===== config.mk =====
export PLATFORM = sky130hd
export DESIGN_NAME = burst_trig_gen
export DESIGN_NICKNAME = d
export VERILOG_FILES = /design/src/rtl/burst_trig_pkg.sv /design/src/rtl/btg_slot_seq.sv /design/src/rtl/btg_pulse_shape.sv /design/src/rtl/btg_rate_meter.sv /design/src/rtl/burst_trig_gen.sv
export SDC_FILE = /design/constraint.sdc
export NUM_CORES = 1
export LEC_CHECK = 0
export BUFFER_PORTS_ARGS = -buffer_cell sky130_fd_sc_hd__buf_2
export CORE_MARGIN = 2
export CORE_UTILIZATION = 48
export CTS_BUF_LIST = sky130_fd_sc_hd__clkbuf_16
export DETAILED_ROUTE_END_ITERATION = 10
export GPL_TIMING_DRIVEN = 0
export MAX_ROUTING_LAYER = met4
export PLACE_DENSITY_LB_ADDON = 0.15
export SLEW_MARGIN = 40
export SYNTH_ARGS = -nofsm -noshare
export SYNTH_HDL_FRONTEND = slang
export SYNTH_SLANG_ARGS = --single-unit

===== constraint.sdc =====
create_clock -name clk -period 4.9 [get_ports clk]
set_clock_uncertainty 0.1 [all_clocks]
set_input_delay 0 -clock clk [delete_from_list [all_inputs] [get_ports clk]]
set_output_delay 0 -clock clk [all_outputs]
set_load 0.05 [all_outputs]

===== src/rtl/burst_trig_pkg.sv =====
package burst_trig_pkg;
  localparam int PER_W = 16;
  localparam int CNT_W = 8;
  localparam int LEN_W = 16;

  typedef struct packed {
    logic [PER_W-1:0] period;
    logic [CNT_W-1:0] count;
    logic [LEN_W-1:0] len;
    logic             tsrst_en;
  } burst_cfg_t;
endpackage


===== src/rtl/btg_slot_seq.sv =====
// Burst sequencer: snapshots the settings on an accepted start and walks
// slot offsets. The next-state values are exported so that downstream
// outputs can be registered with no extra cycle of latency.
module btg_slot_seq
  import burst_trig_pkg::*;
(
  input  logic             clk,
  input  logic             rst,
  input  logic             start_i,
  input  burst_cfg_t       cfg_i,
  output logic             run_o,
  output logic             nxt_run_o,
  output logic [PER_W-1:0] nxt_pos_o,
  output logic [LEN_W-1:0] nxt_len_o,
  output logic             nxt_en_o
);
  logic             run_q, nxt_run;
  logic [PER_W-1:0] pos_q, nxt_pos, last_pos;
  logic [CNT_W-1:0] left_q, nxt_left;
  burst_cfg_t       cfg_q, nxt_cfg;

  assign last_pos = (cfg_q.period == '0) ? '0 : cfg_q.period - PER_W'(1);

  always_comb begin
    nxt_run  = run_q;
    nxt_pos  = pos_q;
    nxt_left = left_q;
    nxt_cfg  = cfg_q;
    if (!run_q) begin
      if (start_i && cfg_i.count != '0) begin
        nxt_run  = 1'b1;
        nxt_pos  = '0;
        nxt_left = cfg_i.count;
        nxt_cfg  = cfg_i;
      end
    end else if (pos_q == last_pos) begin
      if (left_q == CNT_W'(1)) begin
        nxt_run = 1'b0;
      end else begin
        nxt_left = left_q - CNT_W'(1);
        nxt_pos  = '0;
      end
    end else begin
      nxt_pos = pos_q + PER_W'(1);
    end
  end

  always_ff @(posedge clk) begin
    if (rst) begin
      run_q  <= 1'b0;
      pos_q  <= '0;
      left_q <= '0;
      cfg_q  <= '0;
    end else begin
      run_q  <= nxt_run;
      pos_q  <= nxt_pos;
      left_q <= nxt_left;
      cfg_q  <= nxt_cfg;
    end
  end

  assign run_o     = run_q;
  assign nxt_run_o = nxt_run;
  assign nxt_pos_o = nxt_pos;
  assign nxt_len_o = nxt_cfg.len;
  assign nxt_en_o  = nxt_cfg.tsrst_en;
endmodule


===== src/rtl/btg_pulse_shape.sv =====
// Derives the trigger and timestamp-reset levels from the next slot offset
// and registers them. It also flags the cycle in which a pulse starts.
module btg_pulse_shape
  import burst_trig_pkg::*;
(
  input  logic             clk,
  input  logic             rst,
  input  logic             nxt_run_i,
  input  logic [PER_W-1:0] nxt_pos_i,
  input  logic [LEN_W-1:0] nxt_len_i,
  input  logic             nxt_en_i,
  output logic             trig_o,
  output logic             tsrst_o,
  output logic             pulse_evt_o
);
  localparam int CW = ((PER_W > LEN_W) ? PER_W : LEN_W) + 1;

  logic [CW-1:0] pos_w, off_w, end_w;
  logic          trig_d, tsrst_d;

  assign pos_w = CW'(nxt_pos_i);
  assign off_w = CW'(nxt_en_i);
  assign end_w = off_w + CW'(nxt_len_i);

  assign trig_d      = nxt_run_i && (nxt_len_i != '0) && (pos_w >= off_w) && (pos_w < end_w);
  assign tsrst_d     = nxt_run_i && nxt_en_i && (nxt_pos_i == '0);
  assign pulse_evt_o = nxt_run_i && (nxt_len_i != '0) && (pos_w == off_w);

  always_ff @(posedge clk) begin
    if (rst) begin
      trig_o  <= 1'b0;
      tsrst_o <= 1'b0;
    end else begin
      trig_o  <= trig_d;
      tsrst_o <= tsrst_d;
    end
  end
endmodule


===== src/rtl/btg_rate_meter.sv =====
// Counts pulse starts over a fixed gate window and latches the total.
module btg_rate_meter #(
  parameter int GATE_CYCLES = 100_000_000,
  parameter int RATE_W      = 28
) (
  input  logic              clk,
  input  logic              rst,
  input  logic              evt_i,
  output logic [RATE_W-1:0] rate_o
);
  localparam int GW = (GATE_CYCLES > 2) ? $clog2(GATE_CYCLES) : 1;
  localparam logic [GW-1:0] GATE_LAST = GW'(GATE_CYCLES - 1);

  logic [GW-1:0]     gate_q;
  logic [RATE_W-1:0] acc_q, acc_inc;

  assign acc_inc = acc_q + RATE_W'(evt_i);

  always_ff @(posedge clk) begin
    if (rst) begin
      gate_q <= '0;
      acc_q  <= '0;
      rate_o <= '0;
    end else if (gate_q == GATE_LAST) begin
      gate_q <= '0;
      acc_q  <= '0;
      rate_o <= acc_inc;
    end else begin
      gate_q <= gate_q + GW'(1);
      acc_q  <= acc_inc;
    end
  end
endmodule


===== src/rtl/burst_trig_gen.sv =====
module burst_trig_gen
  import burst_trig_pkg::*;
#(
  parameter int GATE_CYCLES = 100_000_000,
  parameter int RATE_W      = 28
) (
  input  logic              clk,
  input  logic              rst,
  input  logic              start_i,
  input  logic [PER_W-1:0]  period_i,
  input  logic [CNT_W-1:0]  count_i,
  input  logic [LEN_W-1:0]  width_i,
  input  logic              tsrst_en_i,
  output logic              trig_o,
  output logic              tsrst_o,
  output logic              busy_o,
  output logic [RATE_W-1:0] rate_o
);
  burst_cfg_t       cfg_in;
  logic             nxt_run, nxt_en, pulse_evt;
  logic [PER_W-1:0] nxt_pos;
  logic [LEN_W-1:0] nxt_len;

  assign cfg_in = '{period: period_i, count: count_i, len: width_i, tsrst_en: tsrst_en_i};

  btg_slot_seq seq_i (
    .clk       (clk),
    .rst       (rst),
    .start_i   (start_i),
    .cfg_i     (cfg_in),
    .run_o     (busy_o),
    .nxt_run_o (nxt_run),
    .nxt_pos_o (nxt_pos),
    .nxt_len_o (nxt_len),
    .nxt_en_o  (nxt_en)
  );

  btg_pulse_shape shape_i (
    .clk         (clk),
    .rst         (rst),
    .nxt_run_i   (nxt_run),
    .nxt_pos_i   (nxt_pos),
    .nxt_len_i   (nxt_len),
    .nxt_en_i    (nxt_en),
    .trig_o      (trig_o),
    .tsrst_o     (tsrst_o),
    .pulse_evt_o (pulse_evt)
  );

  btg_rate_meter #(.GATE_CYCLES(GATE_CYCLES), .RATE_W(RATE_W)) rate_i (
    .clk    (clk),
    .rst    (rst),
    .evt_i  (pulse_evt),
    .rate_o (rate_o)
  );
endmodule


### Yosys cells after proc, flatten, opt, wreduce, memory -nomap -nowiden

Index checks and enable logic that the tools add are counted.

| word-level totals | value |
|---|---|
| register bits after elaboration | 143 |
| latch bits | 0 |
| RAM bits | 0 |
| ROM bits | 0 |
| input bits | 44 |
| output and inout port bits | 31 |
| word-level logic and storage cells | 56 |
| memories | 0 |

| cells by class | value |
|---|---|
| add/sub/neg operators | 6 |
| $mul | 0 |
| divide/modulo/power cells | 0 |
| $lt $le $gt $ge | 2 |
| equality and inequality tests | 6 |
| shift operators | 0 |
| muxes and demuxes | 15 |
| bitwise gates (word level) | 1 |
| reduce and logical (&&, ||, !) cells | 15 |

Operators with widths:

| kind | number |
|---|---|
| 16-bit two-way mux | 5 |
| 17-bit two-way mux | 2 |
| 16-bit zero test | 2 |
| 8-bit two-way mux | 4 |
| 28-bit by 1-bit adder with 28-bit output | 1 |
| 27-bit by 1-bit adder with 27-bit output, second input constant | 1 |
| 27-bit == test, second input constant | 1 |
| 1-bit by 16-bit adder with 17-bit output | 1 |
| 16-bit by 17-bit less-than comparator with 1-bit output | 1 |
| 16-bit by 1-bit adder with 16-bit output, second input constant | 1 |
| 16-bit by 1-bit == test with 1-bit output | 1 |
| 16-bit == test | 1 |
| 16-bit by 1-bit greater-or-equal comparator with 1-bit output | 1 |
| 16-bit nonzero test | 1 |
| 16-bit by 1-bit subtractor with 16-bit output, second input constant | 1 |
| 8-bit by 1-bit == test with 1-bit output, second input constant | 1 |
| 8-bit nonzero test | 1 |
| 8-bit by 1-bit subtractor with 8-bit output, second input constant | 1 |
| 1-bit logical AND | 7 |
| 1-bit two-way mux | 4 |
| 2-bit != test, second input constant | 2 |
| 3-bit AND reduction | 1 |
| 2-bit AND reduction | 1 |
| 2-bit nonzero test | 1 |
| 2 further kinds | 2 |

### Logic depth before layout (Yosys ltp)

| logic depth | value |
|---|---|
| word-level depth | 8 |
| depth in mapped cells | 24 |
| gate-level depth less buffers | 22 |

### Cells and area by module

Synthesis repeated with hierarchy kept, for this count alone.

| unflattened totals | value |
|---|---|
| cells, all modules | 994 |
| area total of the unflattened synthesis | 7985.2 sq um |

By module, submodules not included:

| module | times used | cells an instance | area each (sq um) | sequential area each (sq um) |
|---|---|---|---|---|
| btg_slot_seq | 1 | 526 | 3763.6 | 1161.1 |
| btg_rate_meter | 1 | 368 | 3422.0 | 1661.6 |
| btg_pulse_shape | 1 | 100 | 799.5 | 40.0 |

### Worst setup path after synthesis

No wires, ideal clock.

| timing path | value |
|---|---|
| kind | register -> register |
| start | reg seq_i.cfg_q[29] (netlist name) |
| end | reg rate_i.rate_o[22] |
| setup time | 0.086 ns |
| arrival time | 4.825 ns |
| data required time | 4.714 ns |
| slack | -0.111 ns |
| cell stages (with the launch flop) | 24 |
| path buffers | 3 |
| period minus slack after synthesis | 5.011 ns |
| cell sequence | dfxtp_1 buf_2 or4_1 buf_2 or4_1 a21oi_2 xor2_2 a2111oi_4 a41o_1 buf_6 nor2_2 a211oi_4 o211ai_2 nor4_4 and3_1 ha_1 ha_1 nand3_1 nor2_1 nand2_1 nor2_1 nand3_1 xor2_1 a211oi_1 |

| on the way | value |
|---|---|
| cells in the longest elaborated chain, start to end | 8 |

Ends and longest elaborated chain:

| item | line | text |
|---|---|---|
| start: declaration | btg_slot_seq.sv:20 | `burst_cfg_t cfg_q, nxt_cfg;` |
| start signal: assignment | btg_slot_seq.sv:58 | `cfg_q <= nxt_cfg;` |
| 16-bit by 1-bit subtractor with 16-bit output or 16-bit zero test (tied branches) | btg_slot_seq.sv:22 | `assign last_pos = (cfg_q.period == '0) ? '0 : cfg_q.period - PER_W'(1);` |
| 16-bit two-way mux (*) | btg_slot_seq.sv:22 |  |
| 16-bit == test (*) | btg_slot_seq.sv:36 | `end else if (pos_q == last_pos) begin` |
| 16-bit two-way mux or 1-bit two-way mux (tied branches) | btg_slot_seq.sv:36 |  |
| 16-bit two-way mux or 1-bit two-way mux (tied branches) | btg_slot_seq.sv:29 | `if (!run_q) begin` |
| 16-bit by 1-bit == test with 1-bit output or 1-bit logical AND (tied branches) | btg_pulse_shape.sv:27 | `assign pulse_evt_o = nxt_run_i && (nxt_len_i != '0) && (pos_w == off_w);` |
| 1-bit logical AND (*) | btg_pulse_shape.sv:27 |  |
| 28-bit by 1-bit adder with 28-bit output (*) | btg_rate_meter.sv:17 | `assign acc_inc = acc_q + RATE_W'(evt_i);` |
| end signal: assignment | btg_rate_meter.sv:27 | `rate_o <= acc_inc;` |
| end: declaration | btg_rate_meter.sv:9 | `output logic [RATE_W-1:0] rate_o` |

Mark *: on every way between the ends. The rest lies on a longest branch, timed or not.
A chain may end at the register's enable or synchronous reset.

### Worst setup path after layout

| timing path | value |
|---|---|
| start | reg seq_i.cfg_q[29] (netlist name) |
| end | reg rate_i.rate_o[23] |

The elaborated chain is that of the path after synthesis.

==> reports/metrics.yaml <==
outcome:
  status: "finished with violations"
  failed_checks: "negative setup slack"
sta:
  relSlewSlack_pct: 47.4
  drv_slew: 0
  min_period_ps: 4980
  rsz0062_at_grt: "true"
  setup-violations-final: 15
  worst_slack_ps: -82.0
  worst_slew_pin_slew_ps: 781
  finalCritPeriodShare_pct: 102
  fmax_mhz: 201
  final-hold-violation-count: 0
  holdWs_ps: 27.5
yosys:
  synthTopCellsByArea: "dfxtp_1, nor2_1, xor2_1"
  synth_top_family_by_area: "simple AND/OR/NAND/NOR gates"
  muxShareOfSynthArea_pct: 2.71
  synth_simple_gate_area_share_pct: 27.9
  synth_xor_area_share_pct: 9.51
  synth_edf_count: 0
  synth-async-reset-ratio_pct: 0
  synth_nets: 1027
  synth_top_area_cell: "dfxtp_1"
  synth_sequential_area_ratio_pct: 36.6
  synth-compound-area-share_pct: 15.5
  synth_fa_ha_area_share_pct: 3.68
  syn_inst: 960
  syn_avg_cell_area_um2: 8.14
  yosysTopAreaCellShare_pct: 36.6
  ys_ff_latch: 143
  ys_types: 74
  ys.flop_type: "dfxtp_1"
  yosysWarnings: 0
  synth_area_um2: 7810
finish:
  final_nets: 1196
  layout_commonest_cell: "dfxtp_1"
  regArea_um2: 2880
  final_cell_mix: "dfxtp_1, nor2_1, nand2_1, buf_2, a21oi_1"
  post-route-util_pct: 64.5
  multi_input_area_um2: 5070
  nFillCells: 1377
  drive_above_1_share_pct: 22.3
  area_delta_synth_final_pct: 31.2
die:
  initial_core_util_pct: 49.2
  fp-row-count: 46
  die_y_um: 132
  die_w_um: 132
  die_area_um2: 17300
  placeableCoreArea_um2: 15900
  pin_count: 75
global_route:
  grt_start_max_net_pins: 17
  grt_pass1_wl_mm: 34.7
  gr-total-overflow: 0
  antenna_found_initial: 1
  grt_usage_pct: 25.1
  grt_pass1_vias: 7086
route:
  avgViaCountPerCell: 5.52
  vias: 7506
  routed_wl_mm: 21.5
  drc_errors: 0
  first_pass_iters: 5
  ant_nets: 0
  wl_per_cell_um: 15.8
  drtIter0Drc: 506
worst_hold_path:
  hp-class: "in -> reg"
placed_design:
  portBuffers: 73
  dpl.hpwl_mm: 14.4
  place_congestion: 0.882
clocking:
  cts-root-buf: "clkbuf_16"
  htreeDepth: 4
  clkTransAtPathRegs_ps: 60
  tritoncts: "built"
  cts_buffers: 17
  clock-sinks: 143
  cts_max_path_buffers: 2
  clk_latency_ps: 430
power:
  p_per_area_nw_per_um2: 294
  totalPowerFinal_uw: 3020
  p_leak_uw: 0.00402
  ir_drop_uv: 248
critical_path:
  critical_path_arrival_ps: 5220
  required_ps: 5140
  cp-start-kind: "flop"
  crit_type: "reg -> reg"
  crit_path_end_kind: "flop"
  worstPathMaxFanout: 7
flow_run:
  cap_viol_max_count: 0
[where the power goes]
part           switching [uW]  internal [uW]
clock                     581            726
sequential               36.3           1190
combinational             260            221
[cells by family (layout without fill, tap and decap cells)]
family | Yosys count | after routing
and+or+nand+nor | 436 | 436
adders and majority gates | 23 | 23
muxes | 21 | 21
xor gates and xnor gates | 84 | 84
buffers and inverters | 77 | 259
other | 0 | 1
DFF | 143 | 143
AOI/OAI and AO/OA | 176 | 176
[layer usage]
metal  global-route usage (%)  wire, um  vias up
met4                     8.03       473        0
met1                     30.3      9550     3577
met2                     42.0     10600      184
met3                     5.02       909       32
met5                        -         0        -
li1                         -         -     3713
[critical path, cell delays in order, from the launching register on]
cell	delay (ps)
dfxtp_4	340
or4_4	560
or4_4	510
a21oi_4	180
xor2_2	100
a2111oi_4	390
a41o_1	230
buf_6	140
o221ai_2	120
a21oi_2	210
o211ai_2	140
nor4_4	300
and3_4	270
ha_4	150
and3_4	200
nand2_4	60
nor2_4	130
nand2_4	80
nor2_4	150
nand4_1	120
xor2_1	180
a211oi_1	210
[metrics by stage]
step	instance area (um^2)	std cells	TNS, ps	worst slack, ps
floorplan	7820	960	-0.181	-0.181
finish	10200	1359	-595	-82.0
global route	10200	1359	-6740	-313
global placement	8460	1249	-27400	-919
CTS	9790	1342	-97.7	-48.2
detailed placement	8460	1249	-24520	-860
[sequential cells by signal, indices dropped and copies added, names as in the netlist]
register / cells
shape_i.trig_o: 1
seq_i.cfg_q: 33
shape_i.tsrst_o: 1
seq_i.run_o: 1
seq_i.pos_q: 16
rate_i.gate_q: 27
rate_i.rate_o: 28
seq_i.left_q: 8
rate_i.acc_q: 28
[repair_timing]
action,in CTS,in global routing
hold buffers,42,0
endpoints found under the hold margin,42,0
gates resized for setup,40,69
setup buffers,23,19
pin swaps,29,56
setup endpoints to repair,49,42
[final cells by class]
cell class	instances	share of cell area, %
Timing Repair Buffer	156	10.9
Inverter	20	0.733
Clock inverter	15	1.68
Antenna cell	1	0.0244
Clock buffer	17	4.15
Buffer	51	2.28
Tap cell	216	2.64
Sequential cell	143	28.1
Multi-Input combinational cell	740	49.5
[synthesized netlist by cell type (7+ instances only)]
master and instances:
or4_1 7, o21ai_1 7, inv_1 20, dfxtp_1 143, a211oi_1 30, and3_1 20
nor2_1 143, a21o_1 7, nand3_1 42, nor4_1 16, xor2_1 44, mux2i_1 20
clkbuf_1 42, nor3_1 13, nand2_1 99, nor2b_1 21, o21ai_0 27, and4_1 8
nand4_1 22, ha_1 23, xnor2_1 39, buf_2 8, nand2b_1 8, or3_1 7
a21oi_1 45
[path summary, 6_finish.rpt]
check | slack (ps) | cells past startpoint | to | startpoint
worst max-delay path | -80 | 21 | rate_i.rate_o[23] | seq_i.cfg_q[29]
worst min-delay path | 30 | 4 | seq_i.left_q[0] | count_i[0]
worst max register to register | -80 | 21 | rate_i.rate_o[23] | seq_i.cfg_q[29]
worst min register to register | 390 | 2 | rate_i.gate_q[23] | rate_i.gate_q[23]
(Power assumes the default switching activity.)
